===== config.mk =====
export PLATFORM = sky130hd
export DESIGN_NAME = irq_router_top
export DESIGN_NICKNAME = d
export VERILOG_FILES = /design/src/rtl/irq_router_pkg.sv /design/src/rtl/irq_src_status.sv /design/src/rtl/irq_route_matrix.sv /design/src/rtl/irq_legacy_latch.sv /design/src/rtl/irq_router_top.sv
export SDC_FILE = /design/constraint.sdc
export NUM_CORES = 1
export LEC_CHECK = 0
export CORE_ASPECT_RATIO = 1.4
export CORE_MARGIN = 2
export CORE_UTILIZATION = 50
export DETAILED_ROUTE_END_ITERATION = 12
export GPL_TIMING_DRIVEN = 0
export PLACE_DENSITY = 0.73
export SETUP_SLACK_MARGIN = 0.4
export SYNTH_ARGS = -nofsm -noshare
export SYNTH_HDL_FRONTEND = slang
export SYNTH_SLANG_ARGS = --single-unit

===== constraint.sdc =====
create_clock -name clk -period 1.65 [get_ports clk]
set_clock_uncertainty 0.1 [all_clocks]
set_input_delay 0.33 -clock clk [delete_from_list [all_inputs] [get_ports clk]]
set_output_delay 0.33 -clock clk [all_outputs]
set_load 0.05 [all_outputs]

===== src/rtl/irq_router_pkg.sv =====
// Shared constants for the routed legacy interrupt collector.
// Assumes 2-bit selectors and the fixed split of selectors over two route words.
package irq_router_pkg;
    localparam int SEL_W       = 2;   // selector width per source
    localparam int ROUTE_SPLIT = 14;  // sources below this use route word B
    localparam int ROUTE_B_TOP = 27;  // top bit of source 0 selector in word B
    localparam int ROUTE_A_TOP = 23;  // top bit of source 14 selector in word A
    localparam int CTRL_EN_BIT = 31;  // global enable
    localparam int CTRL_AC_BIT = 23;  // auto-clear on source fall

    localparam int REG_CTRL    = 0;
    localparam int REG_MASK    = 1;
    localparam int REG_STAT    = 2;
    localparam int REG_ROUTE_A = 3;
    localparam int REG_ROUTE_B = 4;
    localparam int REG_LSTAT   = 5;
    localparam int REG_LMASK   = 6;
endpackage


===== src/rtl/irq_src_status.sv =====
// Per-source sticky status bits with edge detection.
// Bit (REG_W-1-n) belongs to source n. A rising source sets its bit; a falling
// source clears it when auto_clr is high; otherwise a write-one clears it.
// Set has priority over any clear. Bits below the source field are constant 0.
module irq_src_status #(
    parameter int NUM_SRC = 16,
    parameter int REG_W   = 32
) (
    input  logic             clk,
    input  logic             rst_n,
    input  logic [NUM_SRC-1:0] src,
    input  logic             auto_clr,
    input  logic             wr_clr,
    input  logic [REG_W-1:0] clr_data,
    output logic [REG_W-1:0] status
);
    localparam int LOW_W = REG_W - NUM_SRC;

    logic [NUM_SRC-1:0] prev_q;

    // Remember last source levels for edge detection.
    always_ff @(posedge clk) begin
        if (!rst_n) prev_q <= '0;
        else        prev_q <= src;
    end

    for (genvar n = 0; n < NUM_SRC; n++) begin : g_bit
        localparam int B = REG_W - 1 - n;
        logic bit_q;
        logic rise, fall;
        assign rise = src[n] & ~prev_q[n];
        assign fall = ~src[n] & prev_q[n];

        // Update one status bit: set beats auto-clear beats software clear.
        always_ff @(posedge clk) begin
            if (!rst_n)                  bit_q <= 1'b0;
            else if (rise)               bit_q <= 1'b1;
            else if (auto_clr && fall)   bit_q <= 1'b0;
            else if (wr_clr && clr_data[B]) bit_q <= 1'b0;
        end
        assign status[B] = bit_q;
    end

    if (LOW_W > 0) begin : g_low
        assign status[LOW_W-1:0] = '0;
    end
endmodule


===== src/rtl/irq_route_matrix.sv =====
// Steers each active source to one of NUM_LINES outputs.
// Selector for source n < ROUTE_SPLIT sits in route_b, the rest in route_a,
// each two bits lower than the previous source. Purely combinational.
module irq_route_matrix
    import irq_router_pkg::*;
#(
    parameter int NUM_SRC   = 16,
    parameter int NUM_LINES = 4,
    parameter int REG_W     = 32
) (
    input  logic [NUM_SRC-1:0]   active,
    input  logic [REG_W-1:0]     route_a,
    input  logic [REG_W-1:0]     route_b,
    output logic [NUM_LINES-1:0] lines
);
    logic [SEL_W-1:0] sel [NUM_SRC];

    for (genvar n = 0; n < NUM_SRC; n++) begin : g_sel
        if (n < ROUTE_SPLIT) begin : g_b
            assign sel[n] = route_b[ROUTE_B_TOP - SEL_W*n -: SEL_W];
        end else begin : g_a
            assign sel[n] = route_a[ROUTE_A_TOP - SEL_W*(n-ROUTE_SPLIT) -: SEL_W];
        end
    end

    // OR every active source into the line its selector names.
    always_comb begin
        lines = '0;
        for (int n = 0; n < NUM_SRC; n++) begin
            if (active[n]) lines[sel[n]] = 1'b1;
        end
    end
endmodule


===== src/rtl/irq_legacy_latch.sv =====
// Single-output legacy path: a request bit (any interrupt active while in
// legacy mode) latches into a sticky flag through its mask; a write-one
// clears it, and a new latch wins over a clear in the same cycle.
module irq_legacy_latch (
    input  logic clk,
    input  logic rst_n,
    input  logic mode_en,
    input  logic any_active,
    input  logic lmask,
    input  logic wr_clr,
    input  logic clr_bit,
    output logic sticky,
    output logic irq
);
    logic req;
    assign req = mode_en & any_active;

    // Sticky flag: latch masked request, else honour write-one clear.
    always_ff @(posedge clk) begin
        if (!rst_n)               sticky <= 1'b0;
        else if (req && lmask)    sticky <= 1'b1;
        else if (wr_clr && clr_bit) sticky <= 1'b0;
    end

    assign irq = sticky & mode_en;
endmodule


===== src/rtl/irq_router_top.sv =====
// Routed legacy interrupt collector, top level.
// Holds the control, mask, route and legacy-mask registers, qualifies the
// status bits and selects routed or legacy output. Register reads are
// combinational on reg_addr; writes happen on the clock edge with reg_wr.
module irq_router_top
    import irq_router_pkg::*;
#(
    parameter int NUM_SRC   = 16,
    parameter int NUM_LINES = 4,
    parameter int REG_W     = 32,
    parameter int ADDR_W    = 3
) (
    input  logic                 clk,
    input  logic                 rst_n,
    input  logic                 legacy_mode,
    input  logic [NUM_SRC-1:0]   irq_src,
    input  logic                 reg_wr,
    input  logic [ADDR_W-1:0]    reg_addr,
    input  logic [REG_W-1:0]     reg_wdata,
    output logic [REG_W-1:0]     reg_rdata,
    output logic [NUM_LINES-1:0] irq_line,
    output logic                 legacy_irq
);
    localparam int LOW_W = REG_W - NUM_SRC;

    logic [REG_W-1:0]   ctrl_q, route_a_q, route_b_q;
    logic [NUM_SRC-1:0] mask_hi_q;
    logic               lmask_q;
    logic [REG_W-1:0]   status;
    logic [REG_W-1:0]   mask_full;
    logic               lsticky;
    logic [NUM_SRC-1:0] active;
    logic [NUM_SRC-1:0] routed_active;

    logic wr_ctrl, wr_mask, wr_stat, wr_ra, wr_rb, wr_lstat, wr_lmask;
    assign wr_ctrl  = reg_wr && (reg_addr == ADDR_W'(REG_CTRL));
    assign wr_mask  = reg_wr && (reg_addr == ADDR_W'(REG_MASK));
    assign wr_stat  = reg_wr && (reg_addr == ADDR_W'(REG_STAT));
    assign wr_ra    = reg_wr && (reg_addr == ADDR_W'(REG_ROUTE_A));
    assign wr_rb    = reg_wr && (reg_addr == ADDR_W'(REG_ROUTE_B));
    assign wr_lstat = reg_wr && (reg_addr == ADDR_W'(REG_LSTAT));
    assign wr_lmask = reg_wr && (reg_addr == ADDR_W'(REG_LMASK));

    // Software-written configuration registers.
    always_ff @(posedge clk) begin
        if (!rst_n) begin
            ctrl_q    <= '0;
            mask_hi_q <= '0;
            route_a_q <= '0;
            route_b_q <= '0;
            lmask_q   <= 1'b0;
        end else begin
            if (wr_ctrl)  ctrl_q    <= reg_wdata;
            if (wr_mask)  mask_hi_q <= reg_wdata[REG_W-1 -: NUM_SRC];
            if (wr_ra)    route_a_q <= reg_wdata;
            if (wr_rb)    route_b_q <= reg_wdata;
            if (wr_lmask) lmask_q   <= reg_wdata[0];
        end
    end

    if (LOW_W > 0) begin : g_mask_low
        assign mask_full = {mask_hi_q, {LOW_W{1'b0}}};
    end else begin : g_mask_full
        assign mask_full = mask_hi_q;
    end

    irq_src_status #(.NUM_SRC(NUM_SRC), .REG_W(REG_W)) u_status (
        .clk      (clk),
        .rst_n    (rst_n),
        .src      (irq_src),
        .auto_clr (ctrl_q[CTRL_AC_BIT] & ~legacy_mode),
        .wr_clr   (wr_stat),
        .clr_data (reg_wdata),
        .status   (status)
    );

    // Qualify each source by mask and global enable.
    always_comb begin
        for (int n = 0; n < NUM_SRC; n++) begin
            active[n] = status[REG_W-1-n] & mask_full[REG_W-1-n] & ctrl_q[CTRL_EN_BIT];
        end
    end

    assign routed_active = active & {NUM_SRC{~legacy_mode}};

    irq_route_matrix #(.NUM_SRC(NUM_SRC), .NUM_LINES(NUM_LINES), .REG_W(REG_W)) u_route (
        .active  (routed_active),
        .route_a (route_a_q),
        .route_b (route_b_q),
        .lines   (irq_line)
    );

    irq_legacy_latch u_legacy (
        .clk        (clk),
        .rst_n      (rst_n),
        .mode_en    (legacy_mode),
        .any_active (|active),
        .lmask      (lmask_q),
        .wr_clr     (wr_lstat),
        .clr_bit    (reg_wdata[0]),
        .sticky     (lsticky),
        .irq        (legacy_irq)
    );

    // Combinational read mux.
    always_comb begin
        reg_rdata = '0;
        case (reg_addr)
            ADDR_W'(REG_CTRL):    reg_rdata = ctrl_q;
            ADDR_W'(REG_MASK):    reg_rdata = mask_full;
            ADDR_W'(REG_STAT):    reg_rdata = status;
            ADDR_W'(REG_ROUTE_A): reg_rdata = route_a_q;
            ADDR_W'(REG_ROUTE_B): reg_rdata = route_b_q;
            ADDR_W'(REG_LSTAT):   reg_rdata = {{(REG_W-1){1'b0}}, lsticky};
            ADDR_W'(REG_LMASK):   reg_rdata = {{(REG_W-1){1'b0}}, lmask_q};
            default:              reg_rdata = '0;
        endcase
    end
endmodule


==> out/qor.tcl <==
set qor(place.detailed.hpwl_um) 18100
set qor(max-vdd-ir-drop_mv) 0.559
set qor(synth_compound_area_frac) 0.241
set qor(main_combinational_cell_family_by_area_after_synthesis) {simple AND/OR/NAND/NOR gates}
set qor(final-hold-violation-count) 0
set qor(worstSetupPathType) {flip-flop to output pin}
set qor(clk_pin_slew_ns) 0.07
set qor(grt_setup_unrepaired) {true}
set qor(drt.antenna.violating_nets) 0
set qor(cp_data_arrival_time_ns) 2.01
set qor(yosys_register_bits) 146
set qor(postSynth.topFlopCell) {dfxtp_1}
set qor(drive_above_1_share) 0.429
set qor(syn_nets) 969
set qor(layout.filler_cells) 852
set qor(grt_antenna_before_repair) 0
set qor(asyncSetResetFlopFracSynth) 0
set qor(detailedRoute.firstPassIterationCount) 7
set qor(placed_cell_area_um2) 9280
set qor(leakage_nw) 4.52
set qor(max_fanout_on_critical_path) 4
set qor(ys_seq_area_frac) 0.397
set qor(status) {finished, violations left}
set qor(num_antenna_cells) 0
set qor(post_layout_inst_area_um2) 11900
set qor(vias) 7894
set qor(worstHoldPathType) {input pin to flip-flop}
set qor(clock_tree.htree_level_count) 4
set qor(whs_path_depth) 2
set qor(drcViolationCount) 0
set qor(design.final.nets) 1124
set qor(timing.critical_path.from_type) {flip-flop}
set qor(floorplan.die.width_um) 107
set qor(period_share) 1.48
set qor(routedWlPerCell_um) 23.2
set qor(synth_edf_count) 0
set qor(cts_inserted_buffers) 17
set qor(core_area_um2) 14400
set qor(overflow) 0
set qor(final_cell_count_no_fill) 1271
set qor(power.density_cell_area_nw_per_um2) 775
set qor(yosysWarnings) 0
set qor(clockBufferDepth) 2
set qor(dieArea_um2) 15700
set qor(yosys.area_share.simple) 0.261
set qor(tritoncts_num_sinks) 146
set qor(cell_rows) 52
set qor(endpoint_kind) {output pin}
set qor(route.final.wire_length_um) 29500
set qor(fin_tns_setup_ns) -9.45
set qor(critical_path_required_ns) 1.22
set qor(design.portCount) 92
set qor(port_buffers) 90
set qor(floorplan.die.height_um) 148
set qor(post_synthesis_cell_type_count) 44
set qor(timing_worst_slew_pin_value_ns) 0.606
set qor(clock_tree_from_tritoncts) {built}
set qor(clockRootBuffer) {clkbuf_16}
set qor(track_usage) 0.351
set qor(routed_via_density) 6.21
set qor(final_util) 0.826
set qor(area.growth.synth_to_final_pct) 62.1
set qor(gp_congestion) 0.944
set qor(maximum_number_of_pins_on_one_net_before_global_route_repair) 17
set qor(final-max-slew-violation-count) 0
set qor(synthCells) 914
set qor(mappedNetlistArea_um2) 7360
set qor(final_critical_path_setup_slack_ns) -0.789
set qor(p_total_mw) 9.26
set qor(setup_viol) 36
set qor(worst_r2r_path_depth) 5
set qor(synth_adder_area_share) 0
set qor(vias_in_the_first_global_route) 7746
set qor(achievable-frequency_mhz) 410
set qor(detail_route.iter0.violations) 635
set qor(synthXorXnorAreaFrac) 0
set qor(synth.avg_cell_area_um2) 8.06
set qor(violations) {negative setup slack}
set qor(synthMuxAreaShare) 0.0449
set qor(insertion_delay_ns) 0.44
set qor(timing.slew.headroom) 0.596
set qor(initial_core_util) 0.510
set qor(placedCellCount) 1193
set qor(grt_first_pass_wirelength_um) 42100
set qor(timing.final.crit_period_ns) 2.44
set qor(number_of_max_capacitance_violations_reported) 0
set qor(holdBufCountCts) 0
-- flip-flops by register name, indices dropped and copies added, names as in the netlist --
| register | cells |
|---|---|
| ctrl_q | 32 |
| u_status.g_bit.bit_q | 16 |
| u_status.prev_q | 16 |
| u_legacy.sticky | 1 |
| lmask_q | 1 |
| route_b_q | 32 |
| mask_hi_q | 16 |
| route_a_q | 32 |
-- layer usage --
| metal | share of wire | vias up | GRT usage |
|---|---|---|---|
| met5 | 0 | - | 0 |
| met2 | 0.51 | 452 | 0.610 |
| li1 | - | 3500 | - |
| met4 | 0.067 | 0 | 0.208 |
| met1 | 0.36 | 3791 | 0.388 |
| met3 | 0.070 | 151 | 0.0772 |
-- metrics by stage --
| step | setup WS [ns] | hold WS, ns |
|---|---|---|
| 3_3_place_gp | -1.75 | 0.339 |
| 3_5_place_dp | -1.66 | 0.344 |
| 5_1_grt | -0.817 | 0.234 |
| 4_1_cts | -0.713 | 0.224 |
| 6_report | -0.789 | 0.228 |
| 2_1_floorplan | -0.288 | 0.334 |
-- Yosys cell counts (2+ instances only) --
cell type  number  area (um^2)
a2111oi_0       2         17.5
a21boi_0       10         75.1
a21boi_1       92          691
a21boi_2       10          113
a21oi_1        16         80.1
a221oi_1        2         17.5
a22oi_1        23          173
a31oi_1         2         12.5
and2_1         19          119
and3_1          2         12.5
buf_2          28          140
buf_4           9         67.6
buf_6           4         45.0
clkbuf_1       23         86.3
dfxtp_1       146         2920
inv_1          19         71.3
mux2i_1        33          330
nand2_1       281         1050
nand2_2        10         62.6
nand2b_1        9         56.3
nand3_1         5         25.0
nand3b_1        5         37.5
nand4_1         6         37.5
nand4b_1       16          140
nor2_1         15         56.3
nor2b_1         4         25.0
nor3_1         19         95.1
nor3b_1        12         90.1
nor4_1          7         43.8
nor4b_1         2         17.5
o211a_1        16          160
o21ai_0        16         80.1
o21ai_1         6         30.0
o21ai_2        10         87.6
o221ai_1       15          131
o22ai_1        10         62.6
o32ai_1         3         26.3
-- repair_timing --
action / CTS / global route
endpoints found under the setup margin: 169 / 142
setup buffers: 23 / 8
gates resized for setup: 484 / 191
cloned: 9 / 6
pin swaps: 34 / 40
-- logic make-up after synthesis --
| group | after synthesis |
|---|---|
| and+or+nand+nor | 416 |
| AOI/OAI and AO/OA | 235 |
| DFF | 146 |
| buffers and inverters | 84 |
| muxes | 33 |
-- placed cells by master, fill, tap and decap left out, types with 6 or more instances in the layout --
cell type / netlist / final
nor3b_1: 12 / 11
a22oi_2: 0 / 16
o211a_1: 16 / 16
and2_1: 19 / 16
buf_6: 4 / 62
clkbuf_16: 0 / 30
inv_1: 19 / 19
mux2i_1: 33 / 7
a21boi_2: 10 / 34
dfxtp_1: 146 / 101
nor3_1: 19 / 17
o221ai_4: 0 / 15
dfxtp_2: 0 / 43
nand4b_1: 16 / 16
a21oi_2: 0 / 15
nand2b_1: 9 / 9
clkdlybuf4s50_1: 0 / 48
a21boi_1: 92 / 76
inv_6: 0 / 7
a22oi_1: 23 / 7
buf_4: 9 / 19
mux2i_4: 0 / 10
o22ai_1: 10 / 8
nand2_1: 281 / 213
buf_8: 0 / 17
o21ai_4: 0 / 29
buf_12: 0 / 14
mux2i_2: 0 / 16
nand2_2: 10 / 37
clkbuf_1: 23 / 12
nor2_1: 15 / 14
nand4_1: 6 / 6
nand2_4: 0 / 41
-- final cells by class --
cell class | count | area [um^2] | share of cell area
multi-input cells | 684 | 5560 | 0.466
flip-flops and latches | 146 | 2980 | 0.250
plain buffers | 65 | 812 | 0.0680
inverters | 19 | 71.3 | 0.00597
clock buffers | 18 | 439 | 0.0368
repair buffers | 136 | 1670 | 0.140
clock inverters | 14 | 165 | 0.0138
well taps | 189 | 236 | 0.0198
-- report_power, final --
part	internal (mW)	total (mW)	switching [mW]
sequential	3.64	3.80	0.162
clock	2.32	4.04	1.72
combinational	0.684	1.41	0.727
total	6.64	9.26	2.61
-- final timing paths --
check	startpoint	endpoint	slack (ns)
max reg2reg	ctrl_q[23]	u_status.g_bit[10].bit_q	0.22
max	u_status.g_bit[3].bit_q	irq_line[2]	-0.79
min reg2reg	ctrl_q[30]	ctrl_q[30]	0.35
min	rst_n	mask_hi_q[9]	0.23
-- critical path, stage by stage, from the launching register on --
cell      delay (ns)
dfxtp_1         0.49
nand4b_1        0.38
o32ai_2         0.35
a221oi_2        0.06
nand4_1         0.12
buf_6           0.17
(Power assumes the default switching activity.)
